File: src/rtl/irq_arb_pkg.sv
package irq_arb_pkg;
  localparam int IRQ_NUM_DEFAULT = 32;
  localparam logic [31:0] IRQ_MULTI_DEFAULT = 32'h0000_000C;

  function automatic int idx_width(input int n);
    int w;
    w = 1;
    while ((1 << w) < n) w++;
    return w;
  endfunction
endpackage

File: src/rtl/irq_flag_bank.sv
module irq_flag_bank #(
  parameter int NUM = 32,
  parameter logic [NUM-1:0] MULTI = '0
) (
  input  logic           clk,
  input  logic           rst,
  input  logic [NUM-1:0] src_in,
  input  logic [NUM-1:0] ack_clr,
  output logic [NUM-1:0] flags
);
  for (genvar i = 0; i < NUM; i++) begin : g_flag
    if (MULTI[i]) begin : g_multi
      always_ff @(posedge clk) begin
        if (rst) flags[i] <= 1'b0;
        else     flags[i] <= src_in[i];
      end
    end else begin : g_single
      always_ff @(posedge clk) begin
        if (rst)             flags[i] <= 1'b0;
        else if (src_in[i])  flags[i] <= 1'b1;
        else if (ack_clr[i]) flags[i] <= 1'b0;
      end
      // acknowledge clears a single-source flag when no new set arrives
      assert_single_clear_R8: assert property (@(posedge clk) disable iff (rst)
        ack_clr[i] && !src_in[i] |=> !flags[i]);
    end
  end
endmodule

File: src/rtl/irq_enable_regs.sv
module irq_enable_regs #(
  parameter int NUM = 32
) (
  input  logic           clk,
  input  logic           rst,
  input  logic           wr_en,
  input  logic [NUM-1:0] wr_data,
  output logic [NUM-1:0] enables
);
  always_ff @(posedge clk) begin
    if (rst)        enables <= '0;
    else if (wr_en) enables <= wr_data;
  end

  // without a write the enable register holds
  assert_enable_hold_R4: assert property (@(posedge clk) disable iff (rst)
    !wr_en |=> $stable(enables));
endmodule

File: src/rtl/irq_prio_select.sv
module irq_prio_select #(
  parameter int NUM = 32,
  parameter int IDX_W = 5,
  parameter int RESET_IDX = 31,
  parameter int NMI_IDX = 30
) (
  input  logic             clk,
  input  logic             rst,
  input  logic [NUM-1:0]   flags,
  input  logic [NUM-1:0]   enables,
  input  logic             gie,
  output logic             any_cand,
  output logic [IDX_W-1:0] win_idx
);
  logic [NUM-1:0] cand;

  for (genvar i = 0; i < NUM; i++) begin : g_mask
    if (i == RESET_IDX) begin : g_rst
      assign cand[i] = 1'b0;
    end else if (i == NMI_IDX) begin : g_nmi
      assign cand[i] = flags[i] & enables[i];
    end else begin : g_mask_std
      assign cand[i] = flags[i] & enables[i] & gie;
    end
  end

  always_comb begin
    win_idx = '0;
    for (int i = 0; i < NUM; i++) begin
      if (cand[i]) win_idx = IDX_W'(i);
    end
  end

  assign any_cand = |cand;

  // the winner is a candidate and no higher entry is
  assert_highest_wins_R1: assert property (@(posedge clk) disable iff (rst)
    any_cand |-> cand[win_idx] && ((cand >> win_idx) == NUM'(1)));
endmodule

File: src/rtl/irq_prio_arbiter.sv
module irq_prio_arbiter
  import irq_arb_pkg::*;
#(
  parameter int NUM = IRQ_NUM_DEFAULT,
  parameter logic [NUM-1:0] MULTI = IRQ_MULTI_DEFAULT[NUM-1:0],
  parameter int RESET_IDX = NUM - 1,
  parameter int NMI_IDX = NUM - 2,
  localparam int IDX_W = idx_width(NUM)
) (
  input  logic             clk,
  input  logic             rst,
  input  logic [NUM-1:0]   irq_in,
  input  logic             gie,
  input  logic             cfg_we,
  input  logic [NUM-1:0]   cfg_wdata,
  output logic [NUM-1:0]   cfg_rdata,
  output logic             req_valid,
  output logic [IDX_W-1:0] req_idx,
  input  logic             req_ack
);
  logic [NUM-1:0]   flags;
  logic [NUM-1:0]   enables;
  logic [NUM-1:0]   ack_clr;
  logic             any_cand;
  logic [IDX_W-1:0] win_idx;
  logic             take;

  assign take = req_valid & req_ack;

  for (genvar i = 0; i < NUM; i++) begin : g_clr
    assign ack_clr[i] = take && (req_idx == IDX_W'(i));
  end

  irq_flag_bank #(.NUM(NUM), .MULTI(MULTI)) u_flags (
    .clk(clk), .rst(rst), .src_in(irq_in), .ack_clr(ack_clr), .flags(flags)
  );

  irq_enable_regs #(.NUM(NUM)) u_en (
    .clk(clk), .rst(rst), .wr_en(cfg_we), .wr_data(cfg_wdata), .enables(enables)
  );

  irq_prio_select #(.NUM(NUM), .IDX_W(IDX_W), .RESET_IDX(RESET_IDX), .NMI_IDX(NMI_IDX)) u_sel (
    .clk(clk), .rst(rst), .flags(flags), .enables(enables), .gie(gie),
    .any_cand(any_cand), .win_idx(win_idx)
  );

  always_ff @(posedge clk) begin
    if (rst) begin
      req_valid <= 1'b0;
      req_idx   <= '0;
    end else if (take) begin
      req_valid <= 1'b0;
    end else if (!req_valid && any_cand) begin
      req_valid <= 1'b1;
      req_idx   <= win_idx;
    end
  end

  assign cfg_rdata = enables;

  // presented request holds until acknowledged
  assert_grant_hold_R9: assert property (@(posedge clk) disable iff (rst)
    req_valid && !req_ack |=> req_valid && $stable(req_idx));
  // acknowledge drops valid at the next edge
  assert_ack_drop_R11: assert property (@(posedge clk) disable iff (rst)
    req_valid && req_ack |=> !req_valid);
  // reset entry never presented
  assert_no_reset_idx_R7: assert property (@(posedge clk) disable iff (rst)
    req_valid |-> req_idx != IDX_W'(RESET_IDX));
  // with global enable off only the non-maskable entry is newly presented
  assert_gie_mask_R5: assert property (@(posedge clk) disable iff (rst)
    !req_valid && !gie |=> !req_valid || req_idx == IDX_W'(NMI_IDX));
endmodule

File: config.mk
export PLATFORM = sky130hd
export DESIGN_NAME = irq_prio_arbiter
export DESIGN_NICKNAME = d
export VERILOG_FILES = /design/src/rtl/irq_arb_pkg.sv /design/src/rtl/irq_flag_bank.sv /design/src/rtl/irq_enable_regs.sv /design/src/rtl/irq_prio_select.sv /design/src/rtl/irq_prio_arbiter.sv
export SDC_FILE = /design/constraint.sdc
export NUM_CORES = 1
export LEC_CHECK = 0
export ABC_AREA = 0
export BUFFER_PORTS_ARGS = -buffer_cell sky130_fd_sc_hd__buf_4
export CORE_ASPECT_RATIO = 0.8
export CORE_MARGIN = 1.5
export CORE_UTILIZATION = 49
export DETAILED_ROUTE_END_ITERATION = 7
export GPL_TIMING_DRIVEN = 1
export PLACE_DENSITY = 0.79
export RECOVER_POWER = 25
export SYNTH_ARGS = -nofsm -noshare
export SYNTH_HDL_FRONTEND = slang
export SYNTH_SLANG_ARGS = --single-unit
File: constraint.sdc
create_clock -name clk -period 1.9 [get_ports clk]
set_clock_uncertainty 0.05 [all_clocks]
set_input_delay 0 -clock clk [delete_from_list [all_inputs] [get_ports clk]]
set_output_delay 0 -clock clk [all_outputs]
set_load 0.05 [all_outputs]
# Yosys cells after proc, flatten, opt, wreduce, memory -nomap -nowiden
# Index checks and enable logic that the tools add are counted.
# classes
eq_ne,28
muxes,88
bitwise_logic,63
n_reduce_logical,64
# op_table
op,n
$mux 5,29
$eq 5x5->1 const B,15
$and 1x1->1,62
$mux 1,59
$reduce_bool 2->1,29
$eq 5x4->1 const B,8
$reduce_or 31->1,1
$logic_and 1x1->1,30
$eq 5x3->1 const B,4
$eq 5x1->1 const B,1
$logic_not 5->1,1
$reduce_and 2->1,1
$reduce_or 2->1,1
$logic_not 1->1,1
$not 1->1,1
# word_totals
reg_bits,69
elab_cells,277

# Logic depth before layout (Yosys ltp)
# logic_depth
word_depth,32
mapped_depth,7
ltp_nobuf,6

# By module
# From an unflattened synthesis, not the netlist that was laid out.
# hier_totals
hier_cells,397
hier_area_um2,3463.3
# by_module_without_submodules
mod,n_inst,cells_per_inst,area_per_inst_um2,seq_area_each_um2
irq_enable_regs,1,103,1163.6,640.6
irq_flag_bank,1,127,1126.1,640.6
irq_prio_select,1,88,598.1,0.0
irq_prio_arbiter,1,79,575.6,120.1

# Worst setup path before layout
# No wires, ideal clock.
# synth_timing
path_kind,flip-flop to flip-flop
start,register u_en.enables[20]
end,register req_idx[1]
setup_time_ns,0.091
t_arrival_ns,1.802
slack_ns,-0.043
stages_incl_launch_ff,8
path_buffers,1
period_less_slack_ns,1.943
path_cell_list,dfxtp_1 -> a22oi_1 -> a21o_1 -> and4_1 -> a21oi_2 -> buf_6 -> nor2_1 -> a311oi_1
# synth_between
elab_chain_cells,13
word_cells_on_any_way,16
cone_classes,mux: 11; bitwise: 2; reduce/logical: 3
# synth_rtl
item,line,text
from (decl),irq_enable_regs.sv:8,output logic [NUM-1:0] enables
from (signal assigned),irq_enable_regs.sv:12,else if (wr_en) enables <= wr_data;
$and 1x1->1 * (2 in series),irq_prio_select.sv:23,assign cand[i] = flags[i] & enables[i] & gie;
$mux 5 (11 in series),irq_prio_select.sv:30,if (cand[i]) win_idx = IDX_W'(i);
to (signal assigned),irq_prio_arbiter.sv:55,req_idx <= win_idx;
to (decl),irq_prio_arbiter.sv:18,"output logic [IDX_W-1:0] req_idx,"
# Mark *: on every way between the ends. The rest lies on a longest branch, timed or not.
# A chain may end at the register's enable or synchronous reset.

# Final worst setup path
# layout_timing
start,register u_en.enables[4]
end,register req_idx[1]
# layout_between
elab_chain_cells,29
word_cells_on_any_way,32
cone_classes,mux: 27; bitwise: 2; reduce/logical: 3
# layout_rtl
item,line
$and 1x1->1 * (2 in series),irq_prio_select.sv:23
$mux 5 (27 in series),irq_prio_select.sv:30
# Marked as above.

==> impl_metrics.json <==
{
  "outcome": "finished clean",
  "number_of_h_tree_branching_levels": 3,
  "drt-pass1-iter-count": 5,
  "globalRouteOverflowTotal": 0,
  "ys.flop_type": "dfxtp_1",
  "floorplan.initialDensity_pct": 51.0,
  "cpMaxStageDelayCell": "a22oi_1",
  "floorplan.die.width_um": 90.7,
  "drt_first_iter_violations": 289,
  "final_common_cell": "buf_4",
  "clk_latency_ns": 0.36,
  "post_dr_wirelength_cell_um": 15.8,
  "setup.worst_path.class": "reg2reg",
  "grt_util_all_layers_pct": 29.9,
  "power_density_nw_per_um2": 860,
  "cts.repair_timing.setup_buffer_count": 0,
  "post-route-min-period_ns": 1.87,
  "power_frac_comb_pct": 23.9,
  "die-height_um": 73.2,
  "ys_ff_latch": 69,
  "synthesis.nets": 422,
  "maximum_number_of_pins_on_one_net_before_global_route_repair": 70,
  "report.power.total_mw": 4.14,
  "placementRows": 25,
  "insertedDiodeCount": 0,
  "cp.arrival_ns": 2.09,
  "core_occupancy_in_the_finished_layout_pct": 81.4,
  "post_synthesis_cell_type_with_the_largest_combined_area": "dfxtp_1",
  "die_area_um2": 6640,
  "io_buffers": 105,
  "power.net_switching_mw": 1.25,
  "commonest_cells_after_routing_fill_and_taps_aside": "buf_4, dfxtp_1, dlygate4sd3_1",
  "drt-vias-per-instance": 5.45,
  "fraction_of_synthesis_flops_using_an_asynchronous_set_or_reset_pin_pct": 0,
  "yosysWarningCount": 0,
  "syn-instance-count": 353,
  "cts_tree": "built",
  "layout-drive-gt1-share_pct": 25.8,
  "crit_path_end_kind": "flop",
  "timing_hold_violations_final": 0,
  "clock.fmax_mhz": 534,
  "worst_path_largest_cell_delay_ns": 0.37,
  "power.switching_fraction_pct": 30.1,
  "mappedNetlistArea_um2": 3020,
  "synth-seq-area-share_pct": 45.8,
  "place_area_um2": 3920,
  "power.share.sequential_pct": 40.5,
  "totalNegativeSetupSlack_ns": 0,
  "rsz0062_at_grt": "no",
  "worstPathRequired_ns": 2.12,
  "mean_instance_size_in_the_synthesized_netlist_um2": 8.54,
  "fin_nets": 598,
  "worstPathCellList": "a22oi_1 -> nor3b_2 -> a2bb2oi_1 -> o21ai_1 -> a21o_1 -> a311oi_1",
  "power.leakage_nw": 2.14,
  "coreArea_um2": 5910,
  "grt_pass1_vias": 3123,
  "fin_crit_sh_pct": 98.5,
  "floorplan.io_pins": 107,
  "path_clk_slew_ns": 0.07,
  "place.detailed.hpwl_um": 6020,
  "synth_top_cell_area_share_pct": 45.8,
  "timing.max_cap.violations": 0,
  "first_pass_grt_wire_length_um": 15200,
  "cts-buffers-inserted": 9,
  "worst_hold_path_type": "in2reg",
  "grt_antenna_before_repair": 0,
  "finalSetupViolCount": 0,
  "worst_slew_pin_slew_ns": 0.716,
  "clock-root-buffer": "clkbuf_8",
  "clock_network_power_share_pct": 35.6,
  "design_area_um2": 4810,
  "routed-via-count": 3349,
  "setup_ws_ns": 0.0290,
  "count_of_flip_flops_with_a_built_in_enable_after_synthesis": 0,
  "critical_path_peak_fanout": 4,
  "internal_power_mw": 2.89,
  "relSlewSlack_pct": 52.2,
  "yosys.cell_types.count": 39,
  "detailedPlace.worstSlack_ns": 0.114,
  "tritoncts_num_sinks": 69,
  "cts_buffer_depth": 2,
  "routed_wl_um": 9710,
  "worst_ir_drop_vdd_v": 0.000672,
  "area_growth_pct": 59.7,
  "synthTopCellsByArea": "dfxtp_1, mux2i_1, nor2_1",
  "gp_congestion": 0.851,
  "detail-route-antenna-nets": 0,
  "maxSlewViolCount": 0,
  "worstSetupStartpointType": "flop",
  "drc": 0
}
## path summary, 6_finish.rpt
path         slack (ns)  cells after the start           endpoint               from
max                0.03                      6         req_idx[1]    u_en.enables[4]
min                 0.1                      4         req_idx[3]                gie
max reg2reg        0.03                      6         req_idx[1]    u_en.enables[4]
min reg2reg        0.43                      2  u_flags.flags[30]  u_flags.flags[30]
## repair_timing
item,4_1_cts,5_1_grt
setup endpoints to repair,0,3
hold buffers,64,0
hold endpoints to repair,64,0
resized for setup,0,2
## worst max-delay path: cells and delay by family (launching register included)
family / cells / cell delay (ns)
AO/OA/AOI/OAI: 5 / 1.13
flip-flops: 1 / 0.34
AND/OR/NAND/NOR: 1 / 0.27
## layer usage
layer	track usage (%)	part of all wire (%)	wire, um	vias to the layer above
met5	0	0	0	-
met4	9.52	2.1	199	0
met3	9.79	7.2	702	21
met2	50.8	48	4690	155
met1	36.1	42	4110	1561
li1	-	-	-	1612
## per-stage QoR
step | hold slack [ns] | instances
detailed placement | 0.164 | 535
CTS | 0.0895 | 615
finish | 0.0991 | 615
global route | 0.100 | 615
global placement | 0.158 | 535
floorplan | 0.0674 | 353
## sequential cells by signal, indices dropped and copies added, names as in the netlist
register,cells
req_idx,5
u_en.enables,32
u_flags.flags,31
req_valid,1
## final cells by class
type | instances | area (um^2)
multi-input cells | 255 | 1520
repair buffers | 180 | 1510
flip-flops and latches | 69 | 1380
fillers | 382 | 1100
clock buffers | 10 | 138
clock inverters | 6 | 110
well taps | 81 | 101
inverters | 14 | 52.6
## power by group through the flow
stage	Clock (mW)	Sequential, mW	Combinational, mW
final	1.47	1.68	0.990
after detailed placement	0	1.70	0.859
after floorplan	0	1.91	0.321
after global routing	1.57	1.69	1.05
after CTS	1.49	1.67	0.967
after global placement	0	1.69	0.847
## synth_stat cells (all sizes together) (3+ instances only)
library cell / n
a21oi: 38
a22o: 5
a22oi: 11
a311oi: 3
a31oi: 3
a32oi: 4
and2: 3
buf: 5
clkbuf: 10
dfxtp: 69
inv: 14
mux2i: 32
nand2: 30
nand2b: 7
nand3: 6
nor2: 60
o21ai: 18
or3: 10
## kinds of logic (layout without fill, tap and decap cells)
family | after synthesis | in the layout | synth area share [%]
buf+inv | 29 | 210 | 4.23
compound gates | 98 | 98 | 20.8
flops | 69 | 69 | 45.8
mux | 32 | 32 | 10.6
simple gates | 125 | 125 | 18.5
(Power assumes the default switching activity.)
